<file path="config.mk">
export PLATFORM = sky130hd
export DESIGN_NAME = vclmul_unit
export DESIGN_NICKNAME = d
export VERILOG_FILES = /design/src/rtl/vclmul_pkg.sv /design/src/rtl/vclmul_decode.sv /design/src/rtl/vclmul_core.sv /design/src/rtl/vclmul_seq.sv /design/src/rtl/vclmul_unit.sv
export SDC_FILE = /design/constraint.sdc
export NUM_CORES = 2
export LEC_CHECK = 0
export ABC_CLOCK_PERIOD_IN_PS = 5100
export CORE_UTILIZATION = 35
export CTS_BUF_LIST = sky130_fd_sc_hd__clkbuf_8
export DETAILED_ROUTE_END_ITERATION = 8
export DONT_BUFFER_PORTS = 1
export PLACE_DENSITY = 0.45
export SKIP_CTS_REPAIR_TIMING = 1
export SYNTH_ARGS = -nofsm -noshare
export SYNTH_HDL_FRONTEND = slang
export SYNTH_SLANG_ARGS = --single-unit
</file>
<file path="constraint.sdc">
create_clock -name clk -period 5.1 [get_ports clk]
set_input_delay 0 -clock clk [delete_from_list [all_inputs] [get_ports clk]]
set_output_delay 0 -clock clk [all_outputs]
set_load 0.03 [all_outputs]
</file>
<file path="src/rtl/vclmul_pkg.sv">
package vclmul_pkg;
  localparam logic [6:0] OPC_VEC = 7'b1010111;
  localparam logic [5:0] F6_LO   = 6'b001100;
  localparam logic [5:0] F6_HI   = 6'b001101;
  localparam logic [2:0] F3_VV   = 3'b010;
  localparam logic [2:0] F3_VX   = 3'b110;
  localparam logic [2:0] SEW_64  = 3'b011;

  typedef struct packed {
    logic legal;
    logic hi;
    logic vx;
    logic unmasked;
  } vcl_op_t;

  typedef enum logic [2:0] {
    ST_IDLE,
    ST_FETCH,
    ST_CALC,
    ST_EMIT,
    ST_FIN
  } vcl_state_t;
endpackage

</file>
<file path="src/rtl/vclmul_decode.sv">
module vclmul_decode
  import vclmul_pkg::*;
(
  input  logic [31:0] instr,
  input  logic [2:0]  sew_sel,
  input  logic        cfg_en,
  output vcl_op_t     op
);
  logic [5:0] f6;
  logic [2:0] f3;
  logic [6:0] opc;
  logic       f6_ok, f3_ok;

  assign f6  = instr[31:26];
  assign f3  = instr[14:12];
  assign opc = instr[6:0];

  always_comb begin
    f6_ok       = (f6 == F6_LO) || (f6 == F6_HI);
    f3_ok       = (f3 == F3_VV) || (f3 == F3_VX);
    op.legal    = (opc == OPC_VEC) && f6_ok && f3_ok && cfg_en && (sew_sel == SEW_64);
    op.hi       = (f6 == F6_HI);
    op.vx       = (f3 == F3_VX);
    op.unmasked = instr[25];
  end
endmodule

</file>
<file path="src/rtl/vclmul_core.sv">
module vclmul_core #(
  parameter int W      = 64,
  parameter bit SERIAL = 1'b0
) (
  input  logic           clk,
  input  logic           rst_n,
  input  logic           start,
  input  logic [W-1:0]   x,
  input  logic [W-1:0]   y,
  output logic           done,
  output logic [2*W-1:0] prod
);
  localparam int PW = 2 * W;
  localparam int CW = $clog2(W);

  generate
    if (!SERIAL) begin : g_comb
      function automatic logic [PW-1:0] full_clmul(input logic [W-1:0] a, input logic [W-1:0] b);
        logic [PW-1:0] acc;
        acc = '0;
        for (int j = 0; j < W; j++) begin
          if (b[j]) acc = acc ^ ({{W{1'b0}}, a} << j);
        end
        return acc;
      endfunction

      logic [PW-1:0] prod_q;
      logic          done_q;

      always_ff @(posedge clk or negedge rst_n) begin
        if (!rst_n) begin
          prod_q <= '0;
          done_q <= 1'b0;
        end else begin
          done_q <= start;
          if (start) prod_q <= full_clmul(x, y);
        end
      end

      assign prod = prod_q;
      assign done = done_q;
    end else begin : g_serial
      logic [PW-1:0] xs_q, acc_q;
      logic [W-1:0]  ys_q;
      logic [CW-1:0] cnt_q;
      logic          busy_q, done_q;

      always_ff @(posedge clk or negedge rst_n) begin
        if (!rst_n) begin
          xs_q   <= '0;
          acc_q  <= '0;
          ys_q   <= '0;
          cnt_q  <= '0;
          busy_q <= 1'b0;
          done_q <= 1'b0;
        end else begin
          done_q <= 1'b0;
          if (start) begin
            xs_q   <= {{W{1'b0}}, x};
            ys_q   <= y;
            acc_q  <= '0;
            cnt_q  <= '0;
            busy_q <= 1'b1;
          end else if (busy_q) begin
            if (ys_q[0]) acc_q <= acc_q ^ xs_q;
            xs_q  <= xs_q << 1;
            ys_q  <= ys_q >> 1;
            cnt_q <= cnt_q + 1'b1;
            if (cnt_q == CW'(W - 1)) begin
              busy_q <= 1'b0;
              done_q <= 1'b1;
            end
          end
        end
      end

      assign prod = acc_q;
      assign done = done_q;
    end
  endgenerate
endmodule

</file>
<file path="src/rtl/vclmul_seq.sv">
module vclmul_seq
  import vclmul_pkg::*;
#(
  parameter int W     = 64,
  parameter int VLMAX = 32,
  parameter int IDXW  = $clog2(VLMAX + 1)
) (
  input  logic            clk,
  input  logic            rst_n,
  input  logic            cmd_valid,
  output logic            cmd_ready,
  input  vcl_op_t         op,
  input  logic [W-1:0]    cmd_scalar,
  input  logic [IDXW-1:0] cmd_vl,
  input  logic [IDXW-1:0] cmd_vstart,
  input  logic [VLMAX-1:0] cmd_mask,
  input  logic            in_valid,
  output logic            in_ready,
  input  logic [W-1:0]    in_vs2,
  input  logic [W-1:0]    in_vs1,
  input  logic [W-1:0]    in_old,
  output logic            core_start,
  output logic [W-1:0]    core_x,
  output logic [W-1:0]    core_y,
  input  logic            core_done,
  input  logic [2*W-1:0]  core_prod,
  output logic            out_valid,
  input  logic            out_ready,
  output logic [W-1:0]    out_data,
  output logic [IDXW-1:0] out_idx,
  output logic            done,
  output logic            illegal
);
  localparam int MIW = $clog2(VLMAX);

  vcl_state_t      state_q;
  vcl_op_t         op_q;
  logic [W-1:0]    scalar_q, res_q;
  logic [IDXW-1:0] vl_q, idx_q, vl_eff, idx_nxt;
  logic [VLMAX-1:0] mask_q;
  logic            ill_q, elem_active;

  assign vl_eff      = (cmd_vl > IDXW'(VLMAX)) ? IDXW'(VLMAX) : cmd_vl;
  assign idx_nxt     = idx_q + 1'b1;
  assign elem_active = op_q.unmasked || mask_q[idx_q[MIW-1:0]];

  assign cmd_ready  = (state_q == ST_IDLE);
  assign in_ready   = (state_q == ST_FETCH);
  assign out_valid  = (state_q == ST_EMIT);
  assign done       = (state_q == ST_FIN);
  assign illegal    = (state_q == ST_FIN) && ill_q;
  assign out_data   = res_q;
  assign out_idx    = idx_q;

  assign core_start = (state_q == ST_FETCH) && in_valid && elem_active;
  assign core_y     = in_vs2;
  assign core_x     = op_q.vx ? scalar_q : in_vs1;

  always_ff @(posedge clk or negedge rst_n) begin
    if (!rst_n) begin
      state_q  <= ST_IDLE;
      op_q     <= '0;
      scalar_q <= '0;
      res_q    <= '0;
      vl_q     <= '0;
      idx_q    <= '0;
      mask_q   <= '0;
      ill_q    <= 1'b0;
    end else begin
      unique case (state_q)
        ST_IDLE: begin
          if (cmd_valid) begin
            op_q     <= op;
            scalar_q <= cmd_scalar;
            vl_q     <= vl_eff;
            mask_q   <= cmd_mask;
            idx_q    <= cmd_vstart;
            if (!op.legal) begin
              ill_q   <= 1'b1;
              state_q <= ST_FIN;
            end else if (cmd_vstart >= vl_eff) begin
              ill_q   <= 1'b0;
              state_q <= ST_FIN;
            end else begin
              ill_q   <= 1'b0;
              state_q <= ST_FETCH;
            end
          end
        end
        ST_FETCH: begin
          if (in_valid) begin
            if (elem_active) begin
              state_q <= ST_CALC;
            end else begin
              res_q   <= in_old;
              state_q <= ST_EMIT;
            end
          end
        end
        ST_CALC: begin
          if (core_done) begin
            res_q   <= op_q.hi ? core_prod[2*W-1:W] : core_prod[W-1:0];
            state_q <= ST_EMIT;
          end
        end
        ST_EMIT: begin
          if (out_ready) begin
            if (idx_nxt == vl_q) begin
              state_q <= ST_FIN;
            end else begin
              idx_q   <= idx_nxt;
              state_q <= ST_FETCH;
            end
          end
        end
        ST_FIN: state_q <= ST_IDLE;
        default: state_q <= ST_IDLE;
      endcase
    end
  end
endmodule

</file>
<file path="src/rtl/vclmul_unit.sv">
module vclmul_unit
  import vclmul_pkg::*;
#(
  parameter int W      = 64,
  parameter int VLMAX  = 32,
  parameter bit SERIAL = 1'b0,
  localparam int IDXW  = $clog2(VLMAX + 1)
) (
  input  logic             clk,
  input  logic             rst_n,
  input  logic             cfg_elen64_en,
  input  logic [2:0]       sew_sel,
  input  logic             cmd_valid,
  output logic             cmd_ready,
  input  logic [31:0]      cmd_instr,
  input  logic [W-1:0]     cmd_scalar,
  input  logic [IDXW-1:0]  cmd_vl,
  input  logic [IDXW-1:0]  cmd_vstart,
  input  logic [VLMAX-1:0] cmd_mask,
  input  logic             in_valid,
  output logic             in_ready,
  input  logic [W-1:0]     in_vs2,
  input  logic [W-1:0]     in_vs1,
  input  logic [W-1:0]     in_old,
  output logic             out_valid,
  input  logic             out_ready,
  output logic [W-1:0]     out_data,
  output logic [IDXW-1:0]  out_idx,
  output logic             done,
  output logic             illegal
);
  vcl_op_t        dec_op;
  logic           core_start, core_done;
  logic [W-1:0]   core_x, core_y;
  logic [2*W-1:0] core_prod;

  vclmul_decode u_dec (
    .instr   (cmd_instr),
    .sew_sel (sew_sel),
    .cfg_en  (cfg_elen64_en),
    .op      (dec_op)
  );

  vclmul_core #(.W(W), .SERIAL(SERIAL)) u_core (
    .clk   (clk),
    .rst_n (rst_n),
    .start (core_start),
    .x     (core_x),
    .y     (core_y),
    .done  (core_done),
    .prod  (core_prod)
  );

  vclmul_seq #(.W(W), .VLMAX(VLMAX), .IDXW(IDXW)) u_seq (
    .clk        (clk),
    .rst_n      (rst_n),
    .cmd_valid  (cmd_valid),
    .cmd_ready  (cmd_ready),
    .op         (dec_op),
    .cmd_scalar (cmd_scalar),
    .cmd_vl     (cmd_vl),
    .cmd_vstart (cmd_vstart),
    .cmd_mask   (cmd_mask),
    .in_valid   (in_valid),
    .in_ready   (in_ready),
    .in_vs2     (in_vs2),
    .in_vs1     (in_vs1),
    .in_old     (in_old),
    .core_start (core_start),
    .core_x     (core_x),
    .core_y     (core_y),
    .core_done  (core_done),
    .core_prod  (core_prod),
    .out_valid  (out_valid),
    .out_ready  (out_ready),
    .out_data   (out_data),
    .out_idx    (out_idx),
    .done       (done),
    .illegal    (illegal)
  );
endmodule

</file>
## Yosys cells after proc, flatten, opt, wreduce, memory -nomap -nowiden

Cells that the tools add are included.

- Bits in registers: 308
- Input bits: 341
- Output and inout bits: 75
- Word-level logic and storage cells: 263

- Add/subtract/negate cells: 1
- Order comparisons: 3
- Equal/unequal tests: 17
- Multiplexer cells: 150
- Bitwise operators: 63
- Reduce and logical (&&, ||, !) cells: 17

Operators with widths:

| operator | count |
|---|---|
| $mux W128 | 126 |
| $mux W64 | 6 |
| $pmux W64 S2 | 1 |
| $xor A128 B100 Y128 | 1 |
| $xor A128 B101 Y128 | 1 |
| $xor A128 B102 Y128 | 1 |
| $xor A128 B103 Y128 | 1 |
| $xor A128 B104 Y128 | 1 |
| $xor A128 B105 Y128 | 1 |
| $xor A128 B106 Y128 | 1 |
| $xor A128 B107 Y128 | 1 |
| $xor A128 B108 Y128 | 1 |
| $xor A128 B109 Y128 | 1 |
| $xor A128 B110 Y128 | 1 |
| $xor A128 B111 Y128 | 1 |
| $xor A128 B112 Y128 | 1 |
| $xor A128 B113 Y128 | 1 |
| $xor A128 B114 Y128 | 1 |
| $xor A128 B115 Y128 | 1 |
| $xor A128 B116 Y128 | 1 |
| $xor A128 B117 Y128 | 1 |
| $xor A128 B118 Y128 | 1 |
| $xor A128 B119 Y128 | 1 |
| $xor A128 B120 Y128 | 1 |
| 66 further kinds | 97 |

## Logic depth before layout (Yosys ltp)

- Word-level depth: 193
- Gate-level depth with buffers: 15
- Depth with buffers taken out: 10

## Cells and area by module

From an unflattened synthesis, not the netlist that was laid out.

- Cells, all modules: 10330
- Area total of the unflattened synthesis: 71153.2 sq um

Modules (own cells, without submodules):

| module | instances | cells each | area each (sq um) | seq. area each (sq um) |
|---|---|---|---|---|
| vclmul_core | 1 | 9304 | 61287.5 | 3203.1 |
| vclmul_seq | 1 | 1015 | 9789.4 | 4479.3 |
| vclmul_decode | 1 | 11 | 76.3 | 0.0 |

## Worst setup path after synthesis

OpenSTA, ideal clock, no wires.

- Path kind: reg2reg
- From: reg u_seq.idx_q[0] (netlist: u_seq.out_idx[0])
- To: reg u_seq.res_q[19] (netlist: u_seq.out_data[19])
- Library setup time: 80 ps
- Arrival: 3147 ps
- Required time: 5020 ps
- Setup slack: 1874 ps
- Cell stages (with the launch flop): 12
- Buffers on the path: 3
- Clock period less this slack: 3226 ps
- Path through: dfrtp_1 > buf_2 > mux4_2 > mux4_2 > nor2_1 > a311oi_1 > nor2_1 > nand2_1 > a21boi_0 > clkbuf_1 > clkbuf_1 > a2bb2oi_1

- Cells in the longest elaborated chain, start to end: 5

RTL lines:

| what | RTL line | source |
|---|---|---|
| from (decl) | vclmul_seq.sv:39 | `logic [IDXW-1:0] vl_q, idx_q, vl_eff, idx_nxt;` |
| from (signal assigned) | vclmul_seq.sv:77 | `idx_q <= cmd_vstart;` |
| from (signal assigned) | vclmul_seq.sv:111 | `idx_q <= idx_nxt;` |
| $bmux W1 S5 | vclmul_seq.sv:45 | `assign elem_active = op_q.unmasked \|\| mask_q[idx_q[MIW-1:0]];` |
| $mux W1 (not written as such) | vclmul_seq.sv:45 |  |
| $logic_or A1 B1 Y1 | vclmul_seq.sv:45 |  |
| $ne A2 B2 Y1 (no source line) | -- |  |
| $reduce_and A4 Y1 (no source line) | -- |  |
| to (signal assigned) | vclmul_seq.sv:95 | `res_q <= in_old;` |
| to (signal assigned) | vclmul_seq.sv:102 | `res_q <= op_q.hi ? core_prod[2*W-1:W] : core_prod[W-1:0];` |
| to (decl) | vclmul_seq.sv:38 | `logic [W-1:0] scalar_q, res_q;` |

Every way passes these cells. The select of a mux whose other input is x is not followed.
A chain may end at the register's enable or synchronous reset.

## Worst setup path in the final report

- From: reg u_seq.op_q[1] (netlist name)
- To: reg u_core.g_comb.prod_q[47] (netlist: u_core.prod[47])

- Cells in the longest elaborated chain, start to end: 191

RTL lines:

| what | RTL line | source |
|---|---|---|
| from (decl) | vclmul_seq.sv:37 | `vcl_op_t op_q;` |
| from (signal assigned) | vclmul_seq.sv:73 | `op_q <= op;` |
| $mux W64 * | vclmul_seq.sv:57 | `assign core_x = op_q.vx ? scalar_q : in_vs1;` |
| $mux W64 | vclmul_core.sv:22 | `if (b[j]) acc = acc ^ ({{W{1'b0}}, a} << j);` |
| $mux W128 | vclmul_core.sv:36 | `if (start) prod_q <= full_clmul(x, y);` |
| $xor A128 B65 Y128 | vclmul_core.sv:22 |  |
| $mux W128 | vclmul_core.sv:22 |  |
| $mux W128 | vclmul_core.sv:36 |  |
| $xor A128 B66 Y128 | vclmul_core.sv:22 |  |
| $mux W128 | vclmul_core.sv:22 |  |
| [... 175 more ...] | -- |  |
| $xor A128 B125 Y128 | vclmul_core.sv:22 |  |
| $mux W128 * | vclmul_core.sv:22 |  |
| $mux W128 * | vclmul_core.sv:36 |  |
| $xor A128 B126 Y128 | vclmul_core.sv:22 |  |
| $mux W128 * | vclmul_core.sv:22 |  |
| $mux W128 * | vclmul_core.sv:36 |  |
| $xor A128 B127 Y128 | vclmul_core.sv:22 |  |
| $mux W128 * | vclmul_core.sv:22 |  |
| to (signal assigned) | vclmul_core.sv:36 |  |
| to (decl) | vclmul_core.sv:27 | `logic [PW-1:0] prod_q;` |

Mark *: on every way between the ends. The rest lies on a longest branch, timed or not. The select of a mux whose other input is x is not followed.

==> results.cfg <==
[run_status]
outcome = complete, but fails checks
violations = negative hold slack, max-capacitance violations, max-slew violations

[sta]
rsz0062_at_grt = no
min_period_over_period_pct = 93.2
worst_slew_pin_slew_ns = 1.52
skew_ns = 0.110
final-setup-viol-count = 0
finalHoldViolCount = 312
finalMaxSlewViolations = 18
max_slew_margin_pct = -1.28
fin_setup_tns_ns = 0
max_freq_mhz = 210
worst_hold_slack_ns = -1.04
fin_crit_ns = 4.75

[route]
vias_per_cell = 6.24
vias = 80200
avgRoutedWirePerCell_um = 38.8
wirelength_mm = 499
ant_nets = 0
drtPass1Iterations = 8
drc = 0
drtIter0Drc = 14700

[setup_path]
startpoint_type = flip-flop
critical_path_class = flip-flop to flip-flop
end_kind = flip-flop
crit_chain = buf_4, mux2i_4, buf_12, nor2_1, xnor2_1, xnor2_1, xnor2_1, xnor2_1, xnor3_1, o21ai_0
worst_path_most_repeated_cell = xnor2_1
ff2ff_setup_slack_ns = 0.35
worst_ep_arrival_time_ns = 5.31
cpPeakStageDelay_ns = 1.12
r2r-start = u_seq.op_q[1]
startpoint = u_seq.op_q[1]
worstPathMaxFanout = 25
cpMaxStageDelayCell = mux2i_4
r2r_end = u_core.prod[47]
critPathRequiredTime_ns = 5.65
worst_r2r_path_depth = 10

[pwr]
pwr-share-clk_pct = 3.4
vdd_drop_max_v = 0.000702
combPwrFrac_pct = 89.4
leakage_nw = 28.1
p_total_mw = 75.0
cellPowerDensity_nw_per_um2 = 960
p_sw_share_pct = 58.4
p_int_mw = 31.2
sequentialPowerShare_pct = 7.2
p_switching_mw = 43.8

[finish]
multiInputGateArea_um2 = 58000
n_fill_cell = 20200
seqCellArea_um2 = 7690
nNetsFinal = 10400
synthToLayoutAreaGrowth_pct = 13.4
layout-drive-gt1-share_pct = 7.33

[floorplanning]
dieWidth_um = 446
start_util_pct = 35.3
core_um2 = 195000
row_count = 162
dieHeight_um = 446
pin_count = 416
die_area_um2 = 199000

[synth]
yosysMostFrequentCell = xnor2_1
synth_cells = 10200
yosys-top-cells-count = xnor2_1 (3684), nor2_1 (3129), nand2_1 (1358)
synth.top_cells.by_area = xnor2_1 (47%), nor2_1 (17%), dfrtp_1 (11%), nand2_1 (7.4%), xnor3_1 (3.7%)
synth-main-ff-cell = dfrtp_1
netlist_area_um2 = 68900
ys_seq_area_share_pct = 11.2
synth_top_area_share_pct = 46.8
synth_area_leader_cell = xnor2_1
ys_async_sr_fraction_pct = 100
ys_seq_elements = 307
syn_nets = 10600
synth.avg_cell_area_um2 = 6.74
yosys.cell_types.count = 54
yosysWarnings = 0
synth_edf_count = 0

[job]
max-cap-violations = 1

[clock_tree]
cts_tree = done
cts.htree.levels = 2
clock_path_buffers = 3
clkLatencyLatePin_ns = 0.80
numCtsBuffers = 50
root_buffer = clkbuf_8
path_clk_slew_ns = 0.06
cts.sinks = 307

[global_route]
grt_max_degree = 308
grt.overflow.total = 0
grt_usage_pct = 47.9
grt_first_pass_wirelength_mm = 649
grt_antenna_before_repair = 94
grt_pass1_vias = 70400

[place]
gp_congestion = 1.03
placement.io_buffers = 0
hpwl_mm = 289

[hold_path]
min_path_type = input pin to asynchronous set/reset pin
==> layout make-up <==
cell class	instances	share of cell area [%]
Multi-Input combinational cell	8950	74.3
Sequential cell	307	9.84
Timing Repair Buffer	710	9.50
Tap cell	2624	4.20
Clock buffer	68	1.20
Inverter	70	0.370
Antenna cell	107	0.343
Clock inverter	23	0.251
==> stage by stage <==
stage	setup slack, ns	hold slack, ns	instances	utilization, %	cell area, um2
floorplan	1.87	-0.296	10200	-	68900
global placement	0.840	-0.287	12300	37.6	73500
detailed placement	0.876	-0.284	12300	37.6	73500
CTS	0.866	-1.09	12400	38.2	74600
global route	0.318	-1.05	12800	39.9	77900
finish	0.347	-1.04	12900	40.0	78100
==> kinds of logic after synthesis <==
logic type               count (synthesis)  share of synthesized area (%)
adder cells (fa/ha/maj)                  7                          0.127
multiplexers                           203                           3.43
flip-flops                             307                           11.2
XOR/XNOR                              3802                           50.6
AO/OA/AOI/OAI                          412                           4.07
AND/OR/NAND/NOR                       4526                           24.8
buffers and inverters                  966                           5.80
==> critical path, delay by kind of cell (launching register included) <==
kind,cells,cell delay (ns)
DFF,1,0.83
xor gates and xnor gates,5,1.58
AOI/OAI and AO/OA,1,0.15
muxes,1,1.12
buffers and inverters,2,0.71
and+or+nand+nor,1,0.09
==> worst max-delay path by stage <==
| stage | end | slack (ns) | cells after the start |
|---|---|---|---|
| floorplan | u_seq.out_data[19] | 1.87 | 11 |
| global placement | u_core.prod[95] | 0.84 | 10 |
| detailed placement | u_core.prod[79] | 0.88 | 10 |
| CTS | u_core.prod[47] | 0.87 | 10 |
| global route | u_core.prod[47] | 0.32 | 10 |
| finish | u_core.prod[47] | 0.35 | 10 |
==> sequential cells by signal, summed over array words and instances, names as in the netlist <==
| register | cells |
|---|---|
| u_core.prod | 127 |
| u_seq.out_data | 64 |
| u_seq.scalar_q | 64 |
| u_seq.mask_q | 32 |
| u_seq.out_idx | 6 |
| u_seq.vl_q | 6 |
| u_seq.op_q | 3 |
| u_seq.state_q | 3 |
| u_core.done | 1 |
| u_seq.ill_q | 1 |
==> metal layers <==
metal,global-route usage (%),vias to the layer above,wire [um]
met5,2.56,-,1130
met2,64.8,8572,191000
met4,39.8,68,51900
li1,-,30800,-
met3,22.6,3074,80700
met1,56.3,37700,175000
==> power groups by stage <==
stage | sequential [mW] | clock, mW | combinational (mW)
after floorplan | 4.71 | 0 | 38.9
after global placement | 5.40 | 0 | 63.3
after detailed placement | 5.42 | 0 | 63.5
after CTS | 5.39 | 2.59 | 63.7
after global routing | 5.55 | 2.68 | 68.0
final | 5.43 | 2.54 | 67.0
==> cell usage in the layout (no fill, tap or decap), drive strengths merged, types with 11 or more instances in the layout <==
master,Yosys,final
diode,0,107
a211oi,46,46
nand3,11,11
o211a,14,14
clkinv,26,23
mux2,128,128
o21ai,134,134
nor2,3129,3129
mux2i,66,66
xnor3,114,114
nand2,1358,1358
o211ai,47,47
a2bb2oi,65,65
dlygate4sd3,0,325
xnor2,3684,3684
buf,404,385
clkbuf,492,68
a211o,17,17
dfrtp,307,307
o22ai,65,65
inv,44,66
Note: power is estimated with default switching activity, not from simulation.
